$ cat config.mk
export PLATFORM = sky130hd
export DESIGN_NAME = wdog_delayed_reset
export DESIGN_NICKNAME = d
export VERILOG_FILES = /design/src/rtl/wdog_pkg.sv /design/src/rtl/wdog_regs.sv /design/src/rtl/wdog_interval.sv /design/src/rtl/wdog_rstdly.sv /design/src/rtl/wdog_delayed_reset.sv
export SDC_FILE = /design/constraint.sdc
export NUM_CORES = 1
export LEC_CHECK = 0
export ABC_AREA = 1
export ABC_CLOCK_PERIOD_IN_PS = 2600
export BUFFER_PORTS_ARGS = -buffer_cell sky130_fd_sc_hd__buf_4
export CELL_PAD_IN_SITES_DETAIL_PLACEMENT = 0
export CELL_PAD_IN_SITES_GLOBAL_PLACEMENT = 1
export CORE_ASPECT_RATIO = 0.5
export CORE_MARGIN = 2
export CORE_UTILIZATION = 41
export DETAILED_ROUTE_END_ITERATION = 16
export PLACE_DENSITY_LB_ADDON = 0.1
export SETUP_SLACK_MARGIN = 0.5
export SLEW_MARGIN = 20
export SYNTH_ARGS = -nofsm -noshare
export SYNTH_HDL_FRONTEND = slang
export SYNTH_SLANG_ARGS = --single-unit
$ cat constraint.sdc
create_clock -name clk -period 2.6 [get_ports clk]
set_clock_uncertainty 0.05 [all_clocks]
set_input_delay 0 -clock clk [delete_from_list [all_inputs] [get_ports clk]]
set_output_delay 0 -clock clk [all_outputs]
set_load 0.1 [all_outputs]
$ cat src/rtl/wdog_pkg.sv
package wdog_pkg;

   localparam int SEL_W = 2;
   localparam int NSEL  = 1 << SEL_W;

   // Field order is the register bit order, msb first.
   typedef struct packed {
      logic             pwr_flag;   // [7]
      logic             irq_en;     // [6]
      logic [SEL_W-1:0] sel;        // [5:4]
      logic             tmo_flag;   // [3]
      logic             wdr_flag;   // [2]
      logic             rst_en;     // [1]
      logic             kick;       // [0]
   } ctl_t;

endpackage

$ cat src/rtl/wdog_regs.sv
module wdog_regs
   import wdog_pkg::*;
(
   input  logic       clk,
   input  logic       por_n,
   input  logic       sys_rst_n,
   input  logic       wr_en,
   input  logic [7:0] wr_data,
   input  logic       elapse,
   input  logic       fire,
   input  logic       cd_active,
   output ctl_t       ctl,
   output logic       clr_int,
   output logic       cd_start,
   output logic       cd_cancel
);

   ctl_t wr;
   logic was_stopped;
   logic wake;
   logic sel_chg;
   logic set_evt;
   logic rst_en_nx;

   assign wr          = ctl_t'(wr_data);
   assign was_stopped = !(ctl.irq_en || ctl.rst_en);
   assign wake        = wr_en && was_stopped && (wr.irq_en || wr.rst_en);
   assign sel_chg     = wr_en && (wr.sel != ctl.sel) && !cd_active;
   assign clr_int     = (wr_en && wr.kick) || sel_chg || wake;

   assign set_evt     = elapse || (wr_en && wr.tmo_flag);
   assign rst_en_nx   = wr_en ? wr.rst_en : ctl.rst_en;
   assign cd_start    = set_evt && rst_en_nx && !cd_active;
   assign cd_cancel   = cd_active && wr_en && (!wr.rst_en || wr.kick);

   always_ff @(posedge clk or negedge por_n) begin
      if (!por_n) begin
         ctl          <= '0;
         ctl.pwr_flag <= 1'b1;
      end else if (!sys_rst_n) begin
         ctl.sel      <= '0;
         ctl.tmo_flag <= 1'b0;
         ctl.kick     <= 1'b0;
      end else begin
         if (wr_en) begin
            ctl.pwr_flag <= wr.pwr_flag;
            ctl.irq_en   <= wr.irq_en;
            ctl.sel      <= wr.sel;
            ctl.tmo_flag <= wr.tmo_flag;
            ctl.wdr_flag <= wr.wdr_flag;
            ctl.rst_en   <= wr.rst_en;
         end
         if (elapse) ctl.tmo_flag <= 1'b1;
         if (fire)   ctl.wdr_flag <= 1'b1;
         ctl.kick <= 1'b0;
      end
   end

endmodule

$ cat src/rtl/wdog_interval.sv
module wdog_interval #(
   parameter int BASE_EXP = 12,
   parameter int STEP     = 3,
   parameter int NSEL     = 4,
   parameter int SEL_W    = 2,
   parameter int CNT_W    = BASE_EXP + (NSEL - 1) * STEP
) (
   input  logic             clk,
   input  logic             por_n,
   input  logic             sys_rst_n,
   input  logic             run,
   input  logic             clr,
   input  logic [SEL_W-1:0] sel,
   output logic             elapse
);

   logic [CNT_W-1:0] cnt;
   logic [CNT_W-1:0] term [NSEL];

   generate
      if (BASE_EXP < 1 || STEP < 1 || CNT_W > 62) begin : g_bad_cfg
         $error("wdog_interval: unsupported exponent settings");
      end
      for (genvar i = 0; i < NSEL; i++) begin : g_term
         assign term[i] = CNT_W'((64'd1 << (BASE_EXP + i * STEP)) - 64'd1);
      end
   endgenerate

   assign elapse = run && !clr && (cnt == term[sel]);

   always_ff @(posedge clk or negedge por_n) begin
      if (!por_n)                  cnt <= '0;
      else if (!sys_rst_n || clr)  cnt <= '0;
      else if (elapse)             cnt <= '0;
      else if (run)                cnt <= cnt + 1'b1;
   end

endmodule

$ cat src/rtl/wdog_rstdly.sv
module wdog_rstdly #(
   parameter int RST_DLY = 512,
   parameter int RCNT_W  = $clog2(RST_DLY)
) (
   input  logic clk,
   input  logic por_n,
   input  logic sys_rst_n,
   input  logic start,
   input  logic cancel,
   output logic active,
   output logic fire,
   output logic rst_req
);

   logic [RCNT_W-1:0] rcnt;

   generate
      if (RST_DLY < 2) begin : g_bad_dly
         $error("wdog_rstdly: RST_DLY must be at least 2");
      end
   endgenerate

   assign fire = active && !cancel && (rcnt == RCNT_W'(RST_DLY - 1));

   always_ff @(posedge clk or negedge por_n) begin
      if (!por_n) begin
         active  <= 1'b0;
         rcnt    <= '0;
         rst_req <= 1'b0;
      end else if (!sys_rst_n) begin
         active  <= 1'b0;
         rcnt    <= '0;
         rst_req <= 1'b0;
      end else begin
         rst_req <= fire;
         if (cancel || fire) begin
            active <= 1'b0;
            rcnt   <= '0;
         end else if (start) begin
            active <= 1'b1;
            rcnt   <= '0;
         end else if (active) begin
            rcnt   <= rcnt + 1'b1;
         end
      end
   end

endmodule

$ cat src/rtl/wdog_delayed_reset.sv
module wdog_delayed_reset #(
   parameter int BASE_EXP = 12,
   parameter int STEP     = 3,
   parameter int RST_DLY  = 512
) (
   input  logic       clk,
   input  logic       por_n,
   input  logic       sys_rst_n,
   input  logic       wr_en,
   input  logic [7:0] wr_data,
   output logic [7:0] rd_data,
   output logic       irq,
   output logic       rst_req
);

   import wdog_pkg::*;

   localparam int CNT_W = BASE_EXP + (NSEL - 1) * STEP;

   ctl_t ctl;
   logic clr_int, cd_start, cd_cancel;
   logic elapse, fire, cd_active;

   wdog_regs u_regs (
      .clk       (clk),
      .por_n     (por_n),
      .sys_rst_n (sys_rst_n),
      .wr_en     (wr_en),
      .wr_data   (wr_data),
      .elapse    (elapse),
      .fire      (fire),
      .cd_active (cd_active),
      .ctl       (ctl),
      .clr_int   (clr_int),
      .cd_start  (cd_start),
      .cd_cancel (cd_cancel)
   );

   wdog_interval #(
      .BASE_EXP (BASE_EXP),
      .STEP     (STEP),
      .NSEL     (NSEL),
      .SEL_W    (SEL_W),
      .CNT_W    (CNT_W)
   ) u_interval (
      .clk       (clk),
      .por_n     (por_n),
      .sys_rst_n (sys_rst_n),
      .run       (ctl.irq_en || ctl.rst_en),
      .clr       (clr_int),
      .sel       (ctl.sel),
      .elapse    (elapse)
   );

   wdog_rstdly #(
      .RST_DLY (RST_DLY)
   ) u_rstdly (
      .clk       (clk),
      .por_n     (por_n),
      .sys_rst_n (sys_rst_n),
      .start     (cd_start),
      .cancel    (cd_cancel),
      .active    (cd_active),
      .fire      (fire),
      .rst_req   (rst_req)
   );

   assign rd_data = ctl;
   assign irq     = ctl.tmo_flag && ctl.irq_en;

endmodule

Word-level counts from Yosys, hierarchy flattened

Cells that the tools add are included.

Flip-flop bits (word level): 39
Input port bits: 12
Output and inout port bits: 10
Logic and storage cells: 73

Add/sub/neg operators: 2
Magnitude comparators: 1
Eq/ne operators: 7
Multiplexer cells: 19
Bitwise gates (word level): 1
Reductions and logical operators: 33

Operator list:

| kind                                                     | count |
|---|---|
| 2-to-1 mux 21 bit                                        | 5 |
| binary-select mux 21 bit (select 2 bit)                  | 1 |
| 2-to-1 mux 9 bit                                         | 4 |
| adder 21 x 1 -> 21 bit, second input constant            | 1 |
| equality test 21 bit                                     | 1 |
| logical AND 1 bit                                        | 15 |
| adder 9 x 1 -> 9 bit, second input constant              | 1 |
| equality test 9 bit, second input constant               | 1 |
| logical OR 1 bit                                         | 8 |
| 2-to-1 mux 1 bit                                         | 7 |
| zero test 1 bit                                          | 6 |
| != test 3 x 1 -> 1 bit, second input constant            | 2 |
| 2-to-1 mux 5 bit                                         | 1 |
| != test 4 x 1 -> 1 bit, second input constant            | 1 |
| AND reduction 2 bit                                      | 2 |
| greater-or-equal comparator 3 bit, second input constant | 1 |
| 2-to-1 mux 3 bit                                         | 1 |
| NOT 2 -> 3 bit                                           | 1 |
| nonzero test 3 bit                                       | 1 |
| != test 2 x 1 -> 1 bit, second input constant            | 1 |
| != test 2 bit                                            | 1 |
| nonzero test 2 bit                                       | 1 |

Depth between registers and ports, before layout

Gate-level depths: netlist (run 1).

Depth after elaboration: 14
Gate-level depth with buffers: 14
Depth with buffers taken out: 14

Modules after synthesis

From an unflattened synthesis (run 1), not the netlist that was laid out.

Cells, all modules: 335
Area, all modules: 2461.1 um^2

By module, submodules not included:

| module             | instances | cells each | area each (um^2) | sequential area each (um^2) |
|---|---|---|---|---|
| wdog_interval      | 1         | 206        | 1447.6           | 525.5 |
| wdog_rstdly        | 1         | 69         | 601.8            | 275.3 |
| wdog_regs          | 1         | 55         | 392.9            | 176.4 |
| wdog_delayed_reset | 1         | 5          | 18.8             | 0.0 |

Worst setup path after synthesis (run 1)

OpenSTA, ideal clock, no wires.

Path type: reg-to-reg
Start: register, netlist name u_regs.ctl[4]
End: register u_rstdly.rcnt[6]
Setup time: 0.117 ns
Data arrival time: 2.024 ns
Required time: 2.433 ns
Setup slack: 0.409 ns
Cell stages (with the launch flop): 14
Path buffers: 0
Clock period less this slack: 2.191 ns
Path through: dfrtp_1 > inv_1 > nand2_1 > nand2_1 > nand2_1 > nand2_1 > nand2_2 > nand2_4 > nand3_1 > nand2_2 > nand2_4 > nand3_4 > nand2_1 > nand2_1

Longest elaborated chain between the ends: 14
Elaborated cells on any way between the ends: 20
Classes of those cells: eq/ne (3); mux (6); bitwise (1); reduce/logical (10)

Ends and longest elaborated chain:

| item                                                                                            | line                | text |
|---|---|---|
| parallel branches: the longest is 7 deep, another holds binary-select mux 21 bit (select 2 bit) | n/a                 |  |
| logical AND 1 bit (*)                                                                           | wdog_interval.sv:29 | `assign elapse = run && !clr && (cnt == term[sel]);` |
| logical OR 1 bit (*)                                                                            | wdog_regs.sv:31     | `assign set_evt = elapse \|\| (wr_en && wr.tmo_flag);` |
| logical AND 1 bit (*) (2 in a row)                                                              | wdog_regs.sv:33     | `assign cd_start = set_evt && rst_en_nx && !cd_active;` |
| 2-to-1 mux 9 bit                                                                                | wdog_rstdly.sv:39   | `end else if (start) begin` |
| 2-to-1 mux 9 bit                                                                                | wdog_rstdly.sv:36   | `if (cancel \|\| fire) begin` |
| 2-to-1 mux 9 bit                                                                                | wdog_rstdly.sv:30   | `end else if (!sys_rst_n) begin` |
| to (signal assigned)                                                                            | wdog_rstdly.sv:43   | `rcnt <= rcnt + 1'b1;` |
| to (decl)                                                                                       | wdog_rstdly.sv:15   | `logic [RCNT_W-1:0] rcnt;` |

Mark *: on every way between the ends. The select of a mux whose other input is x is not followed.
A chain may end at the register's enable or synchronous reset.

Final worst setup path (run 1)

Start: register u_rstdly.rcnt[0]
End: register u_rstdly.rcnt[3]

Longest elaborated chain between the ends: 5
Elaborated cells on any way between the ends: 9
Classes of those cells: add/sub (1); eq/ne (2); mux (4); reduce/logical (2)

Ends and longest elaborated chain:

| item                                                               | line |
|---|---|
| adder 9 x 1 -> 9 bit / equality test 9 bit (equally long branches) | wdog_rstdly.sv:43, wdog_rstdly.sv:23 |
| 2-to-1 mux 9 bit / logical AND 1 bit (equally long branches)       | wdog_rstdly.sv:42, wdog_rstdly.sv:23 |
| 2-to-1 mux 9 bit / logical OR 1 bit (equally long branches)        | wdog_rstdly.sv:39, wdog_rstdly.sv:36 |
| 2-to-1 mux 9 bit                                                   | wdog_rstdly.sv:36 |
| 2-to-1 mux 9 bit                                                   | wdog_rstdly.sv:30 |

Several ways; a longest one is shown, not always the timed one. The select of a mux whose other input is x is not followed.

==> results.py, run 1 <==
metrics = {
    "timing": {
        "drv_slew": 0,
        "report.final.setup_viol": 0,
        "fin_crit_ns": 1.951,
        "setup_tns_ns": 0,
        "rsz0062_at_grt": "no",
        "hold_viol": 0,
        "slew_headroom_pct": 65.43,
        "fmax_mhz": 512.6,
        "worst_pin_slew_ns": 0.5186,
        "fin_crit_sh_pct": 75.03,
    },
    "logic_synthesis": {
        "synth_common_cells": "nand2_1, inv_1, dfrtp_1",
        "yosys.area.top_type": "dfrtp_1",
        "synth_flop_cell": "dfrtp_1",
        "postSynth.asyncResetShare_pct": 100.0,
        "yosysWarnings": 0,
        "yosys-top-cells-area": "dfrtp_1, nand2_1, inv_1",
        "synth_cells": 317,
        "synth_cell_types": 40,
        "synth_edf_count": 0,
        "syn-cell-area_sq_um": 2407,
        "syn_area_per_cell_sq_um": 7.594,
        "synth_top_cell_area_share_pct": 39.50,
        "synth_seq_area_share_pct": 40.59,
        "synth.net_count": 332,
        "synth_most_common_cell": "nand2_1",
        "synth_seq_cells": 39,
    },
    "die": {
        "dieArea_sq_um": 6537,
        "design.core.area_sq_um": 5563,
        "initial_core_util_pct": 43.27,
        "pin_count": 22,
        "rows": 19,
        "die_h_microns": 58.18,
        "die_w_microns": 112.4,
    },
    "clock_network": {
        "path_clk_slew_ns": 0.06,
        "clock_sinks": 39,
        "cts_inserted_buffers": 5,
        "clkLatencyLatePin_ns": 0.28,
        "clock_path_buffers": 2,
        "cts-htree-levels": 2,
        "ctsRootBufferMaster": "clkbuf_16",
        "tritoncts": "done",
    },
    "critical_path": {
        "critPathSlowestCell": "dfrtp_1",
        "cp_cell_sequence": "ha_4, nand3_4, nor3b_4, nand2_1, nor2_1, ha_2, nand3_4, nand3_2, inv_1, nand2_4, nor2_1, nand2_1, nand2_1",
        "crit_buf_inv": 1,
        "crit_family": "simple AND/OR/NAND/NOR gates",
        "critPathMostFrequentCell": "nand2_1",
        "max_stage_delay_ns": 0.40,
        "end_kind": "flip-flop",
        "critPathMaxFanout": 5,
        "worstSetupPathType": "flip-flop to flip-flop",
        "required_ns": 2.72,
        "startpoint_type": "flip-flop",
        "arrival_ns": 2.08,
    },
    "global_routing": {
        "grt_pass1_wl_microns": 9411,
        "grt_use_total_pct": 18.49,
        "grt_overflow": 0,
        "grt_max_degree": 40,
        "antenna_found_initial": 0,
        "grt_pass1_vias": 1947,
    },
    "worst_hold_path": {
        "holdCritPathClass": "input pin to flip-flop",
    },
    "pwr": {
        "leakagePower_nw": 1.433,
        "irDropWorstVdd_mv": 0.3186,
        "power_density_nw_per_um2": 529.9,
        "power_w": 0.001585,
    },
    "place": {
        "dp_hpwl_microns": 4128,
        "gp_congestion": 0.8790,
        "port_buffers": 20,
    },
    "status": {
        "status": "complete, no violations",
    },
    "final_layout": {
        "n_antenna_cell": 0,
        "post-route-util_pct": 53.78,
        "drive_gt1_share_pct": 24.09,
        "syn_to_final_growth_pct": 24.27,
        "finalNetCount": 371,
    },
    "flow_run": {
        "drv_cap": 0,
    },
    "route": {
        "viasPerCell": 4.960,
        "drtPass1Iterations": 4,
        "vias": 2133,
        "drc": 0,
        "antenna_left": 0,
        "wire_per_inst_microns": 13.37,
        "drtIter0Drc": 92,
        "finalWirelength_microns": 5749,
    },
}
## metal layers
layer | up-vias | track usage [%] | share of wire (%)
met4 | 0 | 4.704 | 0.71
met2 | 31 | 28.92 | 45
met5 | - | 0 | 0
met3 | 4 | 4.707 | 3.5
li1 | 1103 | - | -
met1 | 995 | 26.00 | 51
## cells in the final DEF, fill, tap and decap left out, types with 3 or more instances in the layout
cell / n
a21oi_2: 3
buf_4: 30
inv_1: 39
a21oi_1: 8
clkbuf_16: 5
o21ai_0: 9
nor2_1: 30
nor2_2: 5
nand3_1: 16
o21ai_2: 5
xor2_1: 8
nand3_4: 3
nand2_2: 4
dfrtp_1: 34
dlygate4sd3_1: 7
nand2_1: 82
o21ai_1: 8
nand2_4: 6
nor3_1: 4
dfrtp_2: 4
nand4_1: 11
inv_2: 6
## registers in the layout, indices dropped and copies added, names as in the netlist
register,flops
u_rstdly.rst_req,1
u_rstdly.active,1
u_rstdly.rcnt,9
u_regs.ctl,7
u_interval.cnt,21
## logic make-up (layout without fill, tap and decap cells)
kind of cell               after synthesis  in the layout  share of synthesized area [%]
muxes                                    2              2                         0.8836
AOI/OAI and AO/OA                       41             41                          11.12
xor gates and xnor gates                10             10                          3.639
adders and majority gates                3              3                          1.559
and+or+nand+nor                        169            170                          33.11
DFF                                     39             39                          40.59
buffers and inverters                   52             91                          8.939
other                                    1              1                         0.1558
## layout make-up
type,instances,area [sq um]
fill,556,2571
multi-input combinational,227,1292
sequential,39,982.2
timing repair buffer,37,295.3
inverter,46,173.9
clock buffer,8,156.4
tap,73,91.34
## report_power, final
group          internal (W)  leakage [nW]  total [W]  switching (W)
Sequential         0.000626         0.527   0.000645      0.0000191
Combinational     0.0000821         0.828   0.000291       0.000208
Clock              0.000409        0.0772   0.000649       0.000241
Total               0.00112          1.43    0.00159       0.000468
## tightest hold or removal path, cell delays in order
cell	delay, ns
buf_4	0.08
inv_1	0.06
o21ai_0	0.16
## through the flow
step | hold slack (ns) | worst slack, ns | instances | instance area (sq um)
final | 0.004018 | 0.6492 | 430 | 2992
after global routing | 0.04131 | 0.5043 | 430 | 2992
after CTS | 0.0006973 | 0.5534 | 421 | 2859
after detailed placement | -0.02945 | 0.4870 | 406 | 2628
after global placement | -0.04196 | 0.5260 | 406 | 2628
after floorplan | -0.3456 | 0.7256 | 317 | 2412
## final timing paths
path                            depth (start not counted)  slack [ns]                             to                     startpoint
worst max-delay path                                   13        0.65   u_rstdly.rcnt[3]$_DFFE_PN0P_   u_rstdly.rcnt[0]$_DFFE_PN0P_
worst min-delay path                                    3       0.004      u_regs.ctl[1]$_DFFE_PN0P_                     wr_data[1]
worst max register to register                         13        0.65   u_rstdly.rcnt[3]$_DFFE_PN0P_   u_rstdly.rcnt[0]$_DFFE_PN0P_
worst min register to register                          2        0.48  u_interval.cnt[4]$_DFFE_PN0P_  u_interval.cnt[4]$_DFFE_PN0P_
max in group asynchronous                               2        1.92      u_regs.ctl[5]$_DFFE_PN0P_                          por_n
min in group asynchronous                               2        0.19  u_interval.cnt[6]$_DFFE_PN0P_                          por_n
## what timing repair did
item	CTS	global route
pin swaps	0	7
endpoints found under the hold margin	44	0
gates resized for setup	1	13
buffers inserted	0	8
hold buffers	7	0
gates cloned	0	1
setup endpoints to repair	5	22
(Power assumes the default switching activity.)
==> run 2, diff against run 1 <==
--- a/config.mk
+++ b/config.mk
@@ -5,8 +5,8 @@
 export SDC_FILE = /design/constraint.sdc
 export NUM_CORES = 1
 export LEC_CHECK = 0
-export ABC_AREA = 1
-export ABC_CLOCK_PERIOD_IN_PS = 2600
+export ABC_AREA = 0
+export ABC_CLOCK_PERIOD_IN_PS = 2000
 export BUFFER_PORTS_ARGS = -buffer_cell sky130_fd_sc_hd__buf_4
 export CELL_PAD_IN_SITES_DETAIL_PLACEMENT = 0
 export CELL_PAD_IN_SITES_GLOBAL_PLACEMENT = 1
==> constraint.sdc (replaced) <==
create_clock -name clk -period 2 [get_ports clk]
set_clock_uncertainty 0.05 [all_clocks]
set_input_delay 0 -clock clk [delete_from_list [all_inputs] [get_ports clk]]
set_output_delay 0 -clock clk [all_outputs]
set_load 0.1 [all_outputs]
==> results.py, run 2 <==
metrics = {
    "status": {
        "status": "finished with violations",
        "violations": "setup timing",
    },
    "die": {
        "rows": 19,
        "die_h_microns": 57.29,
        "design.core.area_sq_um": 5492,
        "dieArea_sq_um": 6335,
        "die_w_microns": 110.6,
        "initial_core_util_pct": 42.40,
        "pin_count": 22,
    },
    "final_layout": {
        "mostFrequentLayoutCell": "buf_4",
        "drive_gt1_share_pct": 45.05,
        "top_register": "u_interval.cnt",
        "n_antenna_cell": 0,
        "fill_cells": 454,
        "syn_to_final_growth_pct": 50.94,
        "mostFrequentLayoutCells": "buf_4, dfrtp_1, nand2_1",
        "top_regs": "u_interval.cnt (21), u_rstdly.rcnt (9), u_regs.ctl (7)",
        "stdcell_count": 406,
        "post-route-util_pct": 64.00,
        "largest_reg_flops": 21,
        "regArea_sq_um": 985.9,
        "finalNetCount": 347,
        "multi_input_area_sq_um": 1539,
    },
    "logic_synthesis": {
        "yosys-top-cells-area": "dfrtp_1, a21oi_1, nand2_1",
        "synth_seq_area_share_pct": 41.97,
        "synth_cell_types": 58,
        "synth_top_cell_area_share_pct": 40.84,
        "synth_common_cells": "dfrtp_1, nand2_1, a21oi_1",
        "yosys.area.top_type": "dfrtp_1",
        "postSynth.asyncResetShare_pct": 100.0,
        "syn_area_per_cell_sq_um": 9.277,
        "synth_cells": 251,
        "yosysWarnings": 0,
        "synth_seq_cells": 39,
        "synth_most_common_cell": "dfrtp_1",
        "synth.net_count": 266,
        "synth_flop_cell": "dfrtp_1",
        "synth_edf_count": 0,
        "syn-cell-area_sq_um": 2328,
    },
    "worst_hold_path": {
        "holdCritPathClass": "input pin to flip-flop",
    },
    "timing": {
        "setup_tns_ns": -2.765,
        "report.final.setup_viol": 32,
        "fmax_mhz": 471.2,
        "fin_crit_sh_pct": 106.1,
        "rsz0062_at_grt": "yes",
        "hold_viol": 0,
        "fin_crit_ns": 2.122,
        "drv_slew": 0,
        "fin_ws_ns": -0.1221,
    },
    "global_routing": {
        "grt_pass1_vias": 2014,
        "met3_usage_pct": 5.207,
        "grt_pass1_wl_microns": 9729,
        "use_met2_pct": 30.24,
        "grt_max_degree": 40,
        "antenna_found_initial": 0,
        "busiest_layer": "met2",
        "grt_use_total_pct": 19.41,
        "grt_overflow": 0,
        "use_met1_pct": 27.42,
    },
    "route": {
        "viasPerCell": 5.490,
        "vias": 2229,
        "wire_per_inst_microns": 15.70,
        "drtIter0Drc": 57,
        "drtPass1Iterations": 4,
        "antenna_left": 0,
        "finalWirelength_microns": 6375,
        "drc": 0,
    },
    "clock_network": {
        "tritoncts": "done",
        "clock_sinks": 39,
        "cts_inserted_buffers": 5,
        "clock_path_buffers": 2,
        "ctsRootBufferMaster": "clkbuf_16",
        "cts-htree-levels": 2,
        "path_clk_slew_ns": 0.06,
        "clkLatencyLatePin_ns": 0.28,
    },
    "critical_path": {
        "worstSetupPathType": "flip-flop to flip-flop",
        "arrival_ns": 2.23,
        "max_stage_delay_ns": 0.55,
        "cp_cell_sequence": "or4_4, a211oi_4, o2111ai_4, a211oi_4, buf_6, a211oi_1",
        "end_kind": "flip-flop",
        "startpoint_type": "flip-flop",
        "critPathMaxFanout": 4,
        "crit_buf_inv": 1,
        "crit_family": "compound AO/OA/AOI/OAI gates",
        "required_ns": 2.11,
        "critPathSlowestCell": "or4_4",
        "critPathMostFrequentCell": "a211oi_4",
    },
    "flow_run": {
        "drv_cap": 0,
    },
    "pwr": {
        "power_w": 0.002136,
        "irDropWorstVdd_mv": 0.3637,
        "power_density_nw_per_um2": 607.8,
        "leakagePower_nw": 1.426,
    },
    "place": {
        "dp_hpwl_microns": 4241,
        "gp_congestion": 0.7942,
        "post-place-ws_ns": -0.2051,
        "dp.cells": 380,
        "port_buffers": 20,
    },
}
[run 2: final cells by class]
class                           count  share of cell area, %
Timing Repair Buffer               85                  20.58
Inverter                            5                 0.5340
Sequential cell                    39                  28.05
Tap cell                           73                  2.599
Multi-Input combinational cell    196                  43.79
Clock buffer                        8                  4.450
[run 2: final timing paths]
check	from	endpoint	slack, ns	cells after the start
min	wr_data[2]	u_regs.ctl[2]$_DFFE_PN0P_	0.02	3
max	u_interval.cnt[14]$_DFFE_PN0P_	u_rstdly.rcnt[7]$_DFFE_PN0P_	-0.12	6
max in group asynchronous	por_n	u_regs.ctl[4]$_DFFE_PN0P_	1.33	2
min in group asynchronous	por_n	u_interval.cnt[5]$_DFFE_PN0P_	0.18	2
max reg2reg	u_interval.cnt[14]$_DFFE_PN0P_	u_rstdly.rcnt[7]$_DFFE_PN0P_	-0.12	6
min reg2reg	u_regs.ctl[2]$_DFFE_PN0P_	u_regs.ctl[2]$_DFFE_PN0P_	0.45	1
[run 2: metal layers]
metal	up-vias	wire length, microns
met5	-	0
met4	0	116
met3	13	272
met2	43	2897
met1	1071	3089
li1	1102	-
[run 2: power breakdown]
group          leakage, nW  total [W]  switching, W  internal (W)
clock network       0.0772   0.000838      0.000307      0.000531
logic                0.824   0.000466      0.000303      0.000163
registers            0.525   0.000833     0.0000160      0.000817
total                 1.43    0.00214      0.000625       0.00151
[run 2: kinds of logic (layout without fill, tap and decap cells)]
kind of cell / after synthesis / after routing / synth area share [%]
AND/OR/NAND/NOR: 113 / 113 / 27.40
adder cells (fa/ha/maj): 3 / 3 / 1.612
multiplexers: 5 / 5 / 2.311
XOR/XNOR: 8 / 8 / 3.009
other: 1 / 1 / 0.1610
AO/OA/AOI/OAI: 66 / 66 / 20.04
flip-flops: 39 / 39 / 41.97
buffers and inverters: 16 / 98 / 3.492
[run 2: repair_timing]
action                                 4_1_cts  5_1_grt
setup endpoints to repair                   34       34
gates resized for setup                      7       62
cloned                                       0        4
hold buffers                                 8        0
endpoints found under the hold margin       45        0
pin swaps                                    4       18
buffers inserted                             1        5
[run 2: worst register-to-register path, delay by kind of cell, from the launching register on]
kind,cells,cell delay (ns)
AO/OA/AOI/OAI,4,0.86
AND/OR/NAND/NOR,1,0.55
flip-flops,1,0.38
buffers and inverters,1,0.16
[run 2: through the flow]
step | hold WS (ns) | area [sq um]
floorplan | -0.3456 | 2385
global placement | -0.04012 | 2917
detailed placement | -0.03827 | 2917
CTS | 0.01251 | 3187
global route | 0.02732 | 3515
finish | 0.01517 | 3515
==> run 3, diff against run 2 <==
--- a/config.mk
+++ b/config.mk
@@ -11,7 +11,7 @@
 export CELL_PAD_IN_SITES_DETAIL_PLACEMENT = 0
 export CELL_PAD_IN_SITES_GLOBAL_PLACEMENT = 1
 export CORE_ASPECT_RATIO = 0.5
-export CORE_MARGIN = 2
+export CORE_MARGIN = 5
 export CORE_UTILIZATION = 41
 export DETAILED_ROUTE_END_ITERATION = 16
 export PLACE_DENSITY_LB_ADDON = 0.1
==> results.py, run 3 (synthesized netlist as in run 2, its figures left out) <==
metrics = {
    "status": {
        "status": "finished with violations",
        "violations": "setup timing",
    },
    "critical_path": {
        "arrival_ns": 2.29,
        "path_depth": 6,
        "critPathSlowestCell": "or4_4",
        "critPathMostFrequentCell": "a211oi_4",
        "crit_buf_inv": 1,
        "worstRegToRegCells": 6,
        "crit_family": "compound AO/OA/AOI/OAI gates",
        "end_kind": "flip-flop",
        "max_stage_delay_ns": 0.55,
        "cp_cell_sequence": "or4_4, a211oi_4, o2111ai_4, a211oi_4, buf_6, nor3_1",
        "required_ns": 2.12,
        "rrSetupSlack_ns": -0.17,
        "timing.rr.end": "u_rstdly.rcnt[1]$_DFFE_PN0P_",
        "startpoint_type": "flip-flop",
        "r2r_start": "u_regs.ctl[4]$_DFFE_PN0P_",
        "critPathMaxFanout": 9,
        "worstSetupPathType": "flip-flop to flip-flop",
    },
    "pwr": {
        "seqPwrFrac_pct": 39.9,
        "p_int_w": 0.001490,
        "p_comb_share_pct": 19.8,
        "power_density_nw_per_um2": 642.6,
        "irDropWorstVdd_mv": 0.5723,
        "swShare_pct": 29.01,
        "p_sw_w": 0.0006091,
        "leakagePower_nw": 1.364,
        "power_frac_clock_pct": 40.3,
    },
    "clock_network": {
        "cts-htree-levels": 2,
        "ctsRootBufferMaster": "clkbuf_16",
        "clkLatencyLatePin_ns": 0.29,
        "clock_sinks": 39,
        "clock_path_buffers": 2,
        "cts_inserted_buffers": 5,
        "tritoncts": "done",
        "path_clk_slew_ns": 0.06,
    },
    "global_routing": {
        "grt_use_total_pct": 18.74,
        "grt_max_degree": 40,
        "grt_pass1_vias": 2256,
        "grt_overflow": 0,
        "antenna_found_initial": 0,
        "grt_pass1_wl_microns": 10970,
    },
    "timing": {
        "fin_crit_sh_pct": 108.3,
        "fmax_mhz": 461.8,
        "slew_headroom_pct": 65.47,
        "drv_slew": 0,
        "setup_tns_ns": -3.336,
        "report.final.setup_viol": 32,
        "rsz0062_at_grt": "yes",
        "fin_crit_ns": 2.165,
        "fin_ws_ns": -0.1654,
        "hold_viol": 0,
        "worst_pin_slew_ns": 0.5180,
    },
    "die": {
        "die_h_microns": 63.29,
        "die_w_microns": 116.6,
        "design.core.area_sq_um": 5492,
        "pin_count": 22,
        "initial_core_util_pct": 42.40,
        "dieArea_sq_um": 7378,
        "rows": 19,
    },
    "place": {
        "dp_hpwl_microns": 4340,
        "post-place-ws_ns": -0.2195,
        "gp_congestion": 0.8026,
        "port_buffers": 20,
    },
    "route": {
        "drtPass1Iterations": 4,
        "finalWirelength_microns": 6155,
        "drc": 0,
        "wire_per_inst_microns": 15.31,
        "vias": 2224,
        "drtIter0Drc": 141,
        "viasPerCell": 5.532,
        "antenna_left": 0,
    },
    "final_layout": {
        "finalNetCount": 343,
        "mostFrequentLayoutCell": "buf_4",
        "largest_reg_flops": 21,
        "top_register": "u_interval.cnt",
        "n_antenna_cell": 0,
        "syn_to_final_growth_pct": 40.30,
        "top_regs": "u_interval.cnt (21), u_rstdly.rcnt (9), u_regs.ctl (7)",
        "mostFrequentLayoutCells": "buf_4, dfrtp_1, nand2_1",
        "drive_gt1_share_pct": 34.95,
    },
    "worst_hold_path": {
        "holdCritPathClass": "input pin to flip-flop",
        "whs_endpoint": "u_regs.ctl[2]$_DFFE_PN0P_",
        "min_from": "wr_data[2]",
        "hold_path_depth": 3,
    },
    "flow_run": {
        "drv_cap": 0,
    },
}
## run 3: cell types whose count changed in the layout (fill, tap and decap cells not counted), moves of 2 or more
cell / before / now
a21oi_1: 5 / 18
a21oi_2: 16 / 3
buf_4: 65 / 68
buf_6: 8 / 2
nand2_1: 20 / 22
nand2_2: 2 / 0
nor2_1: 12 / 18
nor2_4: 6 / 0
nor3_1: 7 / 9
nor3_2: 2 / 0
o31ai_1: 5 / 7
## run 3: area by class of cell
class                   instances  area (sq um)
multi-input cells             197          1361
flip-flops and latches         39         985.9
repair buffers                 80         653.1
well taps                      73         91.34
inverters                       5         18.77
fillers                       509          2225
clock buffers                   8         156.4
## run 3: power groups by stage
stage | clock network [W] | logic [W] | registers (W)
floorplan | 0 | 0.000137 | 0.000964
global placement | 0 | 0.000393 | 0.000849
detailed placement | 0 | 0.000396 | 0.000850
CTS | 0.000873 | 0.000416 | 0.000836
global route | 0.000898 | 0.000449 | 0.000839
finish | 0.000847 | 0.000416 | 0.000837
## run 3: per-stage QoR
stage / instance area [sq um] / hold WS (ns) / std cells / power [W] / util [%]
final: 3267 / 0.01646 / 402 / 0.002099 / 59.49
after global routing: 3267 / 0.02451 / 402 / 0.002186 / 59.49
after CTS: 3257 / 0.01070 / 402 / 0.002125 / 59.31
after detailed placement: 2972 / -0.03284 / 384 / 0.001247 / 54.11
after global placement: 2972 / -0.04084 / 384 / 0.001242 / 54.11
after floorplan: 2385 / -0.3456 / 251 / 0.001101 / -
## run 3: how the worst max path moves through the flow
stage | start | to
floorplan | u_regs.ctl[4]$_DFFE_PN0P_ | u_rstdly.rcnt[0]$_DFFE_PN0P_
global placement | u_regs.ctl[4]$_DFFE_PN0P_ | u_rstdly.rcnt[7]$_DFFE_PN0P_
detailed placement | u_rstdly.rcnt[1]$_DFFE_PN0P_ | u_rstdly.rcnt[7]$_DFFE_PN0P_
CTS | u_regs.ctl[4]$_DFFE_PN0P_ | u_rstdly.rcnt[1]$_DFFE_PN0P_
global route | u_regs.ctl[4]$_DFFE_PN0P_ | u_rstdly.rcnt[1]$_DFFE_PN0P_
finish | u_regs.ctl[4]$_DFFE_PN0P_ | u_rstdly.rcnt[1]$_DFFE_PN0P_
## run 3: per-layer routing
| layer | track usage (%) | routed length (microns) |
|---|---|---|
| met1 | 26.04 | 2978 |
| met2 | 28.85 | 2833 |
| met3 | 4.876 | 269 |
| met4 | 5.150 | 74 |
| met5 | 0 | 0 |
## run 3: repair_timing
action / 4_1_cts / 5_1_grt
hold buffers: 8 / 0
gates resized for setup: 8 / 4
endpoints found under the hold margin: 46 / 0
setup buffers: 1 / 0
endpoints found under the setup margin: 34 / 34
pin swaps: 8 / 1
cloned: 1 / 0
## run 3: worst register-to-register path: stages (launching register included)
cell and delay (ns):
dfrtp_4 0.49, or4_4 0.55, a211oi_4 0.24, o2111ai_4 0.21, a211oi_4 0.28, buf_6 0.17
nor3_1 0.06
